[src/rtl/txw_pkg.sv]
package txw_pkg;
  localparam int unsigned WORD_W    = 32;
  localparam int unsigned EMPTY_BIT = 31;
  localparam logic        SEL_CTL   = 1'b0;
  localparam logic        SEL_BASE  = 1'b1;

  typedef enum logic [2:0] {
    WK_IDLE,
    WK_DREQ,
    WK_DRSP,
    WK_BREQ,
    WK_BRSP,
    WK_EMIT,
    WK_WB
  } walk_st_t;
endpackage

[src/rtl/txw_regs.sv]
module txw_regs
  import txw_pkg::*;
#(
  parameter int unsigned ADDR_W = 32
) (
  input  logic              clk,
  input  logic              rst_n,
  input  logic              wr_en,
  input  logic              wr_sel,
  input  logic [WORD_W-1:0] wr_data,
  input  logic              tx_cfg_en,
  input  logic              stop_empty,
  output logic              start,
  output logic              en_q,
  output logic              underrun_q,
  output logic [ADDR_W-1:0] base_q
);
  logic unused_lsb;
  assign unused_lsb = ^wr_data[1:0];

  // a walk begins only from idle and only with the transmit path enabled
  assign start = wr_en && (wr_sel == SEL_CTL) && wr_data[0] && tx_cfg_en && !en_q;

  always_ff @(posedge clk or negedge rst_n) begin
    if (!rst_n) begin
      en_q       <= 1'b0;
      underrun_q <= 1'b0;
      base_q     <= '0;
    end else begin
      if (start) begin
        en_q       <= 1'b1;
        underrun_q <= 1'b0;
      end else if (stop_empty) begin
        en_q       <= 1'b0;
        underrun_q <= 1'b1;
      end
      if (wr_en && (wr_sel == SEL_BASE))
        base_q <= {wr_data[ADDR_W-1:2], 2'b00};
    end
  end


  underrun_ends_walk_chk: assert property (@(posedge clk) disable iff (!rst_n)
    $rose(underrun_q) |-> !en_q);

  start_clears_underrun_chk: assert property (@(posedge clk) disable iff (!rst_n)
    start |=> (!underrun_q && en_q));
endmodule

[src/rtl/txw_walker.sv]
module txw_walker
  import txw_pkg::*;
#(
  parameter int unsigned ADDR_W = 32,
  parameter int unsigned LEN_W  = 11
) (
  input  logic              clk,
  input  logic              rst_n,
  input  logic              start,
  input  logic [ADDR_W-1:0] base,
  input  logic              loopback,
  output logic              mem_req_valid,
  input  logic              mem_req_ready,
  output logic              mem_req_we,
  output logic [ADDR_W-1:0] mem_req_addr,
  output logic [WORD_W-1:0] mem_req_wdata,
  input  logic              mem_rsp_valid,
  input  logic [WORD_W-1:0] mem_rsp_rdata,
  output logic              emit_valid,
  output logic [WORD_W-1:0] emit_word,
  output logic [1:0]        emit_lane,
  output logic              emit_last,
  output logic              emit_route,
  input  logic              emit_fire,
  output logic              stop_empty,
  output logic              pkt_done
);
  localparam logic [ADDR_W-1:0] SIZE_OFS = ADDR_W'(4);

  walk_st_t          st;
  logic [ADDR_W-1:0] desc_q;
  logic [ADDR_W-1:0] buf_ptr;
  logic [ADDR_W-1:0] next_q;
  logic [WORD_W-1:0] size_q;
  logic [WORD_W-1:0] word_q;
  logic [LEN_W-1:0]  remain;
  logic [1:0]        dw_idx;
  logic              route_q;
  logic [LEN_W-1:0]  new_len;

  assign new_len = size_q[LEN_W-1:0];

  always_comb begin
    mem_req_valid = 1'b0;
    mem_req_we    = 1'b0;
    mem_req_addr  = '0;
    mem_req_wdata = '0;
    unique case (st)
      WK_DREQ: begin
        mem_req_valid = 1'b1;
        mem_req_addr  = desc_q + ADDR_W'({dw_idx, 2'b00});
      end
      WK_BREQ: begin
        mem_req_valid = 1'b1;
        mem_req_addr  = {buf_ptr[ADDR_W-1:2], 2'b00};
      end
      WK_WB: begin
        mem_req_valid = 1'b1;
        mem_req_we    = 1'b1;
        mem_req_addr  = desc_q + SIZE_OFS;
        mem_req_wdata = size_q | (WORD_W'(1) << EMPTY_BIT);
      end
      default: ;
    endcase
  end

  assign emit_valid = (st == WK_EMIT);
  assign emit_word  = word_q;
  assign emit_lane  = buf_ptr[1:0];
  assign emit_last  = (remain == LEN_W'(1));
  assign emit_route = route_q;

  always_ff @(posedge clk or negedge rst_n) begin
    if (!rst_n) begin
      st         <= WK_IDLE;
      desc_q     <= '0;
      buf_ptr    <= '0;
      next_q     <= '0;
      size_q     <= '0;
      word_q     <= '0;
      remain     <= '0;
      dw_idx     <= '0;
      route_q    <= 1'b0;
      stop_empty <= 1'b0;
      pkt_done   <= 1'b0;
    end else begin
      stop_empty <= 1'b0;
      pkt_done   <= 1'b0;
      unique case (st)
        WK_IDLE: if (start) begin
          desc_q <= base;
          dw_idx <= '0;
          st     <= WK_DREQ;
        end
        WK_DREQ: if (mem_req_ready) st <= WK_DRSP;
        WK_DRSP: if (mem_rsp_valid) begin
          unique case (dw_idx)
            2'd0:    buf_ptr <= mem_rsp_rdata[ADDR_W-1:0];
            2'd1:    size_q  <= mem_rsp_rdata;
            default: next_q  <= mem_rsp_rdata[ADDR_W-1:0];
          endcase
          if (dw_idx == 2'd2) begin
            dw_idx <= '0;
            if (size_q[EMPTY_BIT]) begin
              stop_empty <= 1'b1;
              st         <= WK_IDLE;
            end else begin
              route_q <= loopback;
              remain  <= new_len;
              st      <= (new_len == '0) ? WK_WB : WK_BREQ;
            end
          end else begin
            dw_idx <= dw_idx + 2'd1;
            st     <= WK_DREQ;
          end
        end
        WK_BREQ: if (mem_req_ready) st <= WK_BRSP;
        WK_BRSP: if (mem_rsp_valid) begin
          word_q <= mem_rsp_rdata;
          st     <= WK_EMIT;
        end
        WK_EMIT: if (emit_fire) begin
          buf_ptr <= buf_ptr + ADDR_W'(1);
          remain  <= remain - LEN_W'(1);
          if (remain == LEN_W'(1))     st <= WK_WB;
          else if (buf_ptr[1:0] == 2'd3) st <= WK_BREQ;
        end
        WK_WB: if (mem_req_ready) begin
          pkt_done <= 1'b1;
          desc_q   <= next_q;
          st       <= WK_DREQ;
        end
        default: st <= WK_IDLE;
      endcase
    end
  end


  mem_req_hold_chk: assert property (@(posedge clk) disable iff (!rst_n)
    (mem_req_valid && !mem_req_ready) |=>
      (mem_req_valid && $stable(mem_req_addr) && $stable(mem_req_we)));

  pkt_done_pulse_chk: assert property (@(posedge clk) disable iff (!rst_n)
    pkt_done |=> !pkt_done);

  rsp_only_when_waiting_chk: assert property (@(posedge clk) disable iff (!rst_n)
    (mem_req_valid && mem_req_ready && !mem_req_we) |=> !mem_req_valid);
endmodule

[src/rtl/txw_lane_out.sv]
module txw_lane_out
  import txw_pkg::*;
(
  input  logic              clk,
  input  logic              rst_n,
  input  logic              emit_valid,
  input  logic [WORD_W-1:0] emit_word,
  input  logic [1:0]        emit_lane,
  input  logic              emit_last,
  input  logic              emit_route,
  output logic              emit_fire,
  output logic              tx_valid,
  input  logic              tx_ready,
  output logic [7:0]        tx_data,
  output logic              tx_last,
  output logic              lb_valid,
  input  logic              lb_ready,
  output logic [7:0]        lb_data,
  output logic              lb_last
);
  localparam int unsigned NCH = 2;

  logic [7:0]     cur_byte;
  logic [NCH-1:0] ch_valid;
  logic [NCH-1:0] ch_ready;
  logic [NCH-1:0] ch_fire;

  assign cur_byte = emit_word[{emit_lane, 3'b000} +: 8];
  assign ch_ready = {lb_ready, tx_ready};

  for (genvar g = 0; g < NCH; g++) begin : g_ch
    assign ch_valid[g] = emit_valid && (emit_route == g[0]);
    assign ch_fire[g]  = ch_valid[g] && ch_ready[g];
  end

  assign emit_fire = |ch_fire;
  assign tx_valid  = ch_valid[0];
  assign lb_valid  = ch_valid[1];
  assign tx_data   = cur_byte;
  assign lb_data   = cur_byte;
  assign tx_last   = emit_last;
  assign lb_last   = emit_last;


  tx_hold_chk: assert property (@(posedge clk) disable iff (!rst_n)
    (tx_valid && !tx_ready) |=> (tx_valid && $stable(tx_data) && $stable(tx_last)));

  lb_hold_chk: assert property (@(posedge clk) disable iff (!rst_n)
    (lb_valid && !lb_ready) |=> (lb_valid && $stable(lb_data) && $stable(lb_last)));
endmodule

[src/rtl/txdesc_walker.sv]
module txdesc_walker
  import txw_pkg::*;
#(
  parameter int unsigned ADDR_W = 32,
  parameter int unsigned LEN_W  = 11
) (
  input  logic              clk,
  input  logic              rst_n,
  input  logic              cfg_tx_en,
  input  logic              cfg_loopback,
  input  logic              reg_wr_en,
  input  logic              reg_wr_sel,
  input  logic [31:0]       reg_wr_data,
  output logic              dma_en,
  output logic              underrun,
  output logic              pkt_done,
  output logic              mem_req_valid,
  input  logic              mem_req_ready,
  output logic              mem_req_we,
  output logic [ADDR_W-1:0] mem_req_addr,
  output logic [31:0]       mem_req_wdata,
  input  logic              mem_rsp_valid,
  input  logic [31:0]       mem_rsp_rdata,
  output logic              tx_valid,
  input  logic              tx_ready,
  output logic [7:0]        tx_data,
  output logic              tx_last,
  output logic              lb_valid,
  input  logic              lb_ready,
  output logic [7:0]        lb_data,
  output logic              lb_last
);
  logic              start;
  logic              stop_empty;
  logic [ADDR_W-1:0] base_q;
  logic              emit_valid;
  logic [WORD_W-1:0] emit_word;
  logic [1:0]        emit_lane;
  logic              emit_last;
  logic              emit_route;
  logic              emit_fire;

  txw_regs #(.ADDR_W(ADDR_W)) u_regs (
    .clk        (clk),
    .rst_n      (rst_n),
    .wr_en      (reg_wr_en),
    .wr_sel     (reg_wr_sel),
    .wr_data    (reg_wr_data),
    .tx_cfg_en  (cfg_tx_en),
    .stop_empty (stop_empty),
    .start      (start),
    .en_q       (dma_en),
    .underrun_q (underrun),
    .base_q     (base_q)
  );

  txw_walker #(.ADDR_W(ADDR_W), .LEN_W(LEN_W)) u_walker (
    .clk           (clk),
    .rst_n         (rst_n),
    .start         (start),
    .base          (base_q),
    .loopback      (cfg_loopback),
    .mem_req_valid (mem_req_valid),
    .mem_req_ready (mem_req_ready),
    .mem_req_we    (mem_req_we),
    .mem_req_addr  (mem_req_addr),
    .mem_req_wdata (mem_req_wdata),
    .mem_rsp_valid (mem_rsp_valid),
    .mem_rsp_rdata (mem_rsp_rdata),
    .emit_valid    (emit_valid),
    .emit_word     (emit_word),
    .emit_lane     (emit_lane),
    .emit_last     (emit_last),
    .emit_route    (emit_route),
    .emit_fire     (emit_fire),
    .stop_empty    (stop_empty),
    .pkt_done      (pkt_done)
  );

  txw_lane_out u_lane (
    .clk        (clk),
    .rst_n      (rst_n),
    .emit_valid (emit_valid),
    .emit_word  (emit_word),
    .emit_lane  (emit_lane),
    .emit_last  (emit_last),
    .emit_route (emit_route),
    .emit_fire  (emit_fire),
    .tx_valid   (tx_valid),
    .tx_ready   (tx_ready),
    .tx_data    (tx_data),
    .tx_last    (tx_last),
    .lb_valid   (lb_valid),
    .lb_ready   (lb_ready),
    .lb_data    (lb_data),
    .lb_last    (lb_last)
  );


  idle_no_traffic_chk: assert property (@(posedge clk) disable iff (!rst_n)
    (!dma_en && !$past(dma_en)) |-> !mem_req_valid);

  no_bytes_when_off_chk: assert property (@(posedge clk) disable iff (!rst_n)
    !dma_en |-> (!tx_valid && !lb_valid));
endmodule

[config.mk]
export PLATFORM = sky130hd
export DESIGN_NAME = txdesc_walker
export DESIGN_NICKNAME = d
export VERILOG_FILES = /design/src/rtl/txw_pkg.sv /design/src/rtl/txw_regs.sv /design/src/rtl/txw_walker.sv /design/src/rtl/txw_lane_out.sv /design/src/rtl/txdesc_walker.sv
export SDC_FILE = /design/constraint.sdc
export NUM_CORES = 1
export LEC_CHECK = 0
export CORE_ASPECT_RATIO = 1.1
export CORE_MARGIN = 5
export CORE_UTILIZATION = 45
export DETAILED_ROUTE_END_ITERATION = 7
export PLACE_DENSITY = 0.68
export SLEW_MARGIN = 40
export SYNTH_ARGS = -nofsm -noshare
export SYNTH_HDL_FRONTEND = slang
export SYNTH_SLANG_ARGS = --single-unit
[constraint.sdc]
create_clock -name clk -period 3.6 [get_ports clk]
set_clock_uncertainty 0.15 [all_clocks]
set_input_delay 0.54 -clock clk [delete_from_list [all_inputs] [get_ports clk]]
set_output_delay 0.54 -clock clk [all_outputs]
set_load 0.01 [all_outputs]
==> qor.txt, run 1 <==
Area growth syn-to-layout - 26.1%
Period utilization - 99.8%
Minimum clock period - 3590 ps
RD Place Congestion - 0.861
CTS tree - built
First-pass GRT wire length - 46600 µm
Relative max-transition margin - 42.6%
Setup-failing EPs final - 0
Post-Synthesis Cells - 1034
Reg2reg end - u_walker.buf_ptr[11]$_DFFE_PN0P_
Final ANT Viol Nets - 0
Max rail drop VDD - 0.426 mV
Register area share after synthesis - 48.5%
Power Density - 841 mW/mm²
Final wirelength - 29800 µm
Clk slew on worst S/H paths - 60 ps
Slew at the pin with the worst max-slew slack - 854 ps
RSZ-0062 raised after global routing - yes
Async S/R FF share, synth - 100%
Antenna diodes - 0
Congestion Overflow GR - 0
Clock buffer depth - 3
Layout cells sized above 1 - 20.9%
CTS HTree Levels - 1
Pre-Repair DR Iteration Count - 5
CTS Root Cell - clkbuf_16
CP Launch Type - flip-flop
WHS Path Cells - 1
Port bufs - 161
FF-to-FF Start - u_walker.st[2]$_DFFE_PN0P_
DIE WIDTH - 158 µm
Initial Util - 45.8%
Wire length per cell - 19.8 µm
Drt drc - 0
Setup TNS - 0 ps
Critical path class - reg2out
Flop and latch count out of synthesis - 211
Gr usage total - 21.3%
TritonCTS buffer count - 24
Worst Hold Launch - u_walker.stop_empty$_DFF_PN0_
Minimum hold slack - 326 ps
Main synth FF type - dfrtp_1
Reg2reg setup slack - 1010 ps
Vias/cell - 5.72
Hold Crit Class - reg2reg
Core region area - 0.0238 mm²
Via Count - 8599
Clock sink count - 211
Syn avg cell area - 10.5 µm²
Max_cap viols - 0
Crit path max fanout - 6
Vias in the first global route - 8409
Reg2Reg Depth - 8
Netlist cell types - 71
DP HPWL - 20600 µm
Die area - 0.0274 mm²
Initial antenna violation count - 0
Row cnt - 59
LEAKAGE - 5.65 nW
Final hold viol count - 0
Syn Nets - 1114
Status - completed
Largest net degree at the start of global routing - 83
Hold endpoint - u_regs.en_q$_DFFE_PN0P_
CP Data Required Time - 2910 ps
Drt initial violations - 494
Die Span Y - 173 µm
Synthesized area - 0.0109 mm²
Fmax - 0.278 GHz
Ports - 163
Nets - 1264
Worst Path Arrival - 2900 ps
EDFF count, synth - 0
Worst-Skew Late Latency - 510 ps
Critical Path End Type - output port
Tot Pwr - 11.6 mW
Synth warn - 0
Max-slew violations - 0
==> where the power goes <==
| part | switching (mW) | total (mW) | internal, mW |
|---|---|---|---|
| Sequential | 0.907 | 4.31 | 3.40 |
| Clock | 0.959 | 2.52 | 1.56 |
| Combinational | 2.30 | 4.74 | 2.44 |
| Total | 4.16 | 11.6 | 7.40 |
==> what timing repair did <==
| item | 4_1_cts | 5_1_grt |
|---|---|---|
| endpoints found under the hold margin | 80 | 0 |
| resized for setup | 37 | 32 |
| pin swaps | 0 | 2 |
| buffers inserted | 1 | 3 |
| hold buffers | 1 | 0 |
| setup endpoints to repair | 25 | 24 |
| gates cloned | 0 | 1 |
==> sequential cells by signal, summed over array words and instances (netlist names), 2 cells and up <==
signal,flops
u_walker.dw_idx,2
u_walker.st,3
u_walker.remain,11
u_walker.buf_ptr,32
u_walker.next_q,32
u_walker.size_q,32
u_walker.emit_word,32
u_walker.desc_q,32
u_regs.base_q,30
==> routing by layer <==
metal	part of all wire, %	GRT usage (%)
met1	43	29.3
met2	49	35.4
met3	5.9	3.17
met4	2.2	5.19
met5	0	0
==> per-stage QoR <==
step | utilization, % | instances | cell area, µm² | setup slack, ps
floorplan | - | 1034 | 10900 | 244
global placement | 54.0 | 1456 | 12800 | 172
detailed placement | 54.0 | 1456 | 12800 | 177
CTS | 57.5 | 1499 | 13700 | -217
global route | 57.8 | 1504 | 13700 | -140
finish | 57.8 | 1504 | 13700 | 5.92
==> cell families after synthesis <==
group	Yosys count	share of synthesized area [%]
flops	211	48.5
xor+xnor	28	2.25
buf+inv	94	3.94
mux	169	17.9
simple gates	308	14.6
fa+ha+maj	6	0.758
compound gates	218	12.1
==> cell usage after synthesis, types with 4 or more instances <==
library cell  count  area (µm²)
o22ai_1          11        68.8
clkbuf_1         36         135
mux4_2            8         180
a21oi_1          71         355
buf_1             5        18.8
and4_1            4        35.0
a2bb2oi_1        11        96.3
o21ai_0          64         320
nor2_1           79         297
nand4_1          17         106
and3_1            8        50.1
buf_2            25         125
nand2b_1          7        43.8
inv_1            17        63.8
o2bb2ai_1         4        35.0
xor2_1            4        35.0
and2_1           34         213
nand2_1          70         263
nor3_1           18        90.1
o21ai_1           4        20.0
a22oi_1           7        52.6
a22o_1            4        35.0
nand3_1          31         155
o22a_1            6        52.6
xnor2_1          24         210
dfrtp_1         211        5280
buf_4            10        75.1
mux2i_1          32         320
nor4_1           12        75.1
mux2_2          126        1420
ha_1              5        62.6
a31oi_1          11        68.8
==> critical path, cell delays in order (launching register included) <==
cell and delay (ps):
dfrtp_1 410, nor2_4 160, or2_4 150, ha_4 140, fa_2 200, nand4_1 180, buf_12 200, nor4_1 370
xnor2_1 100, o21ai_1 220, clkdlybuf4s15_2 270
==> worst max path at each step <==
stage	start	end	cells after the start
2_1_floorplan	u_walker.st[2]$_DFFE_PN0P_	mem_req_addr[24]	12
3_3_place_gp	u_walker.st[2]$_DFFE_PN0P_	mem_req_addr[24]	11
3_5_place_dp	u_walker.st[2]$_DFFE_PN0P_	mem_req_addr[20]	11
4_1_cts	u_walker.st[2]$_DFFE_PN0P_	mem_req_addr[31]	13
5_1_grt	u_walker.st[1]$_DFFE_PN0P_	mem_req_addr[30]	11
6_report	u_walker.st[0]$_DFFE_PN0P_	mem_req_addr[30]	10
==> cells in the final DEF, fill, tap and decap left out, drive strengths merged, types with 4 or more instances in the layout <==
| master | n |
|---|---|
| a21oi | 71 |
| a22o | 4 |
| a22oi | 7 |
| a2bb2oi | 11 |
| a31oi | 11 |
| and2 | 34 |
| and3 | 8 |
| and4 | 4 |
| buf | 40 |
| clkbuf | 41 |
| clkdlybuf4s50 | 135 |
| dfrtp | 211 |
| dlygate4sd2 | 13 |
| ha | 5 |
| inv | 18 |
| mux2 | 129 |
| mux2i | 32 |
| mux4 | 8 |
| nand2 | 71 |
| nand2b | 7 |
| nand3 | 33 |
| nand4 | 17 |
| nor2 | 80 |
| nor3 | 20 |
| nor4 | 15 |
| o21ai | 68 |
| o22a | 6 |
| o22ai | 11 |
| o2bb2ai | 4 |
| xnor2 | 24 |
| xor2 | 4 |
==> final cells by class <==
cell class | instances | area (µm²)
multi-input cells | 729 | 5280
repair buffers | 201 | 1930
clock inverters | 7 | 114
flip-flops and latches | 211 | 5280
inverters | 17 | 63.8
well taps | 305 | 382
clock buffers | 34 | 699
fillers | 2064 | 10000
(Power assumes the default switching activity.)
==> run 2: changes to the inputs <==
PLACE_DENSITY = 0.67   (was 0.68)
==> qor.txt, run 2 (synthesized netlist as in run 1, its figures left out) <==
Status - completed
Hold Crit Class - reg2reg
Final hold viol count - 0 (unchanged)
Worst Hold Launch - u_walker.stop_empty$_DFF_PN0_
Minimum clock period - 3460 ps (-135 ps)
Max_cap viols - 0 (unchanged)
Congestion Overflow GR - 0 (unchanged)
Core region area - 0.0238 mm² (unchanged)
Final ANT Viol Nets - 0 (unchanged)
FF-to-FF Start - u_walker.st[0]$_DFFE_PN0P_
Antenna diodes - 0 (unchanged)
Reg2reg setup slack - 770 ps (-240 ps)
First-pass GRT wire length - 46700 µm (+0.25%)
TritonCTS buffer count - 23 (-4.2%)
CTS tree - built
Row cnt - 59 (unchanged)
Drt drc - 0 (unchanged)
Fmax - 0.289 GHz (+3.9%)
Relative max-transition margin - 47.6% (+5.0 points)
Nets - 1260 (-0.32%)
# fillers - 2053 (-0.53%)
Commonest non-fill, non-tap cell in the layout - dfrtp_1
Hold endpoint - u_regs.en_q$_DFFE_PN0P_
LEAKAGE - 5.57 nW (-1.3%)
RD Place Congestion - 0.873 (+1.4%)
Die Span Y - 173 µm (unchanged)
Max-slew violations - 0 (unchanged)
Clock sink count - 211 (unchanged)
Critical path class - reg2out
Vias/cell - 5.71 (about the same)
Port bufs - 161 (unchanged)
Wire length per cell - 19.8 µm (-0.18%)
Area growth syn-to-layout - 25.6%
Ports - 163 (unchanged)
Clk slew on worst S/H paths - 60 ps (about the same)
Gr usage total - 21.3% (+0.078 points)
Slew at the pin with the worst max-slew slack - 786 ps (-67.8 ps)
Final wirelength - 29600 µm (-0.51%)
CP Data Required Time - 2910 ps (about the same)
Period utilization - 96.1% (-3.7 points)
WHS Path Cells - 1 (unchanged)
Crit path from - u_walker.st[2]$_DFFE_PN0P_
Worst Path Arrival - 2770 ps (-130 ps)
Setup-failing EPs final - 0 (unchanged)
Crit path max fanout - 11 (+5)
CP Launch Type - flip-flop
CTS HTree Levels - 1 (unchanged)
Worst-Skew Late Latency - 500 ps (about the same)
RSZ-0062 raised after global routing - yes
Pre-Repair DR Iteration Count - 5 (unchanged)
Drt initial violations - 527 (+6.7%)
DP HPWL - 20500 µm (-0.34%)
Via Count - 8565 (-0.40%)
Layout cells sized above 1 - 21.1% (+0.17 points)
Power Density - 829 mW/mm² (-1.4%)
Setup TNS - 0 ps (unchanged)
Final core occ - 57.6% (-0.25 points)
Vias in the first global route - 8331 (-0.93%)
Reg2reg end - u_walker.buf_ptr[11]$_DFFE_PN0P_
Die area - 0.0274 mm² (unchanged)
Largest net degree at the start of global routing - 89 (+7.2%)
CTS Root Cell - clkbuf_16
Reg2Reg Depth - 7 (-1)
Max rail drop VDD - 0.420 mV (-1.5%)
Initial antenna violation count - 0 (unchanged)
Commonest cells after routing, fill and taps aside - 211 x dfrtp_1, 135 x clkdlybuf4s50_1, 126 x mux2_2
DIE WIDTH - 158 µm (unchanged)
Clock buffer depth - 3 (unchanged)
Initial Util - 45.8% (unchanged)
Tot Pwr - 11.4 mW (-1.8%)
Critical Path End Type - output port
[run 2: worst max path at each step]
stage,end,cells after the start,slack [ps]
floorplan,mem_req_addr[24],12,240
CTS,mem_req_addr[18],11,0.2
global route,mem_req_addr[7],10,-30
finish,mem_req_addr[20],11,140
detailed placement,mem_req_addr[20],11,190
global placement,mem_req_addr[24],11,180
[run 2: power by group]
group          internal, mW  switching [mW]  total (mW)
Combinational          2.39            2.25        4.64
Clock                  1.45           0.937        2.39
Sequential             3.40           0.922        4.32
[run 2: critical path, stage by stage, from the launching register on]
cell             delay, ps
dfrtp_1                370
nand2_1                110
nor2_4                  50
or2_2                  270
ha_1                   210
fa_2                   350
nand4_1                150
buf_12                 160
nor3_1                  60
xnor2_1                130
o21ai_2                150
clkdlybuf4s15_2        240
[run 2: area by class of cell]
type                       count  area, µm²  area share, %
multi-input combinational    729       5280           38.6
inverter                      17       63.8          0.466
timing repair buffer         198       1920           14.0
clock buffer                  33        683           4.99
sequential                   211       5280           38.6
clock inverter                 6       82.6          0.603
tap                          305        382           2.79
[run 2: repair_timing]
item / in CTS / in global routing
endpoints found under the hold margin: 84 / 0
setup endpoints to repair: 25 / 23
setup buffers: 1 / 2
hold buffers: 1 / 0
gates cloned: 0 / 0
pin swaps: 2 / 5
gates resized for setup: 57 / 31
[run 2: per-layer routing]
| layer | GRT usage, % | part of all wire, % | vias up |
|---|---|---|---|
| li1 | - | - | 4016 |
| met1 | 30.2 | 44 | 4228 |
| met2 | 33.2 | 47 | 270 |
| met3 | 3.25 | 5.8 | 51 |
| met4 | 8.11 | 4.1 | 0 |
| met5 | 0 | 0 | - |
[run 2: per-stage QoR]
step | setup WS (ps) | hold WS, ps | std cells | cell area, µm²
after global routing | -33.9 | 340 | 1499 | 13700
after floorplan | 244 | 94.4 | 1034 | 10900
after global placement | 178 | 301 | 1454 | 12800
after detailed placement | 194 | 307 | 1454 | 12800
final | 141 | 316 | 1499 | 13700
after CTS | 0.189 | 316 | 1495 | 13600
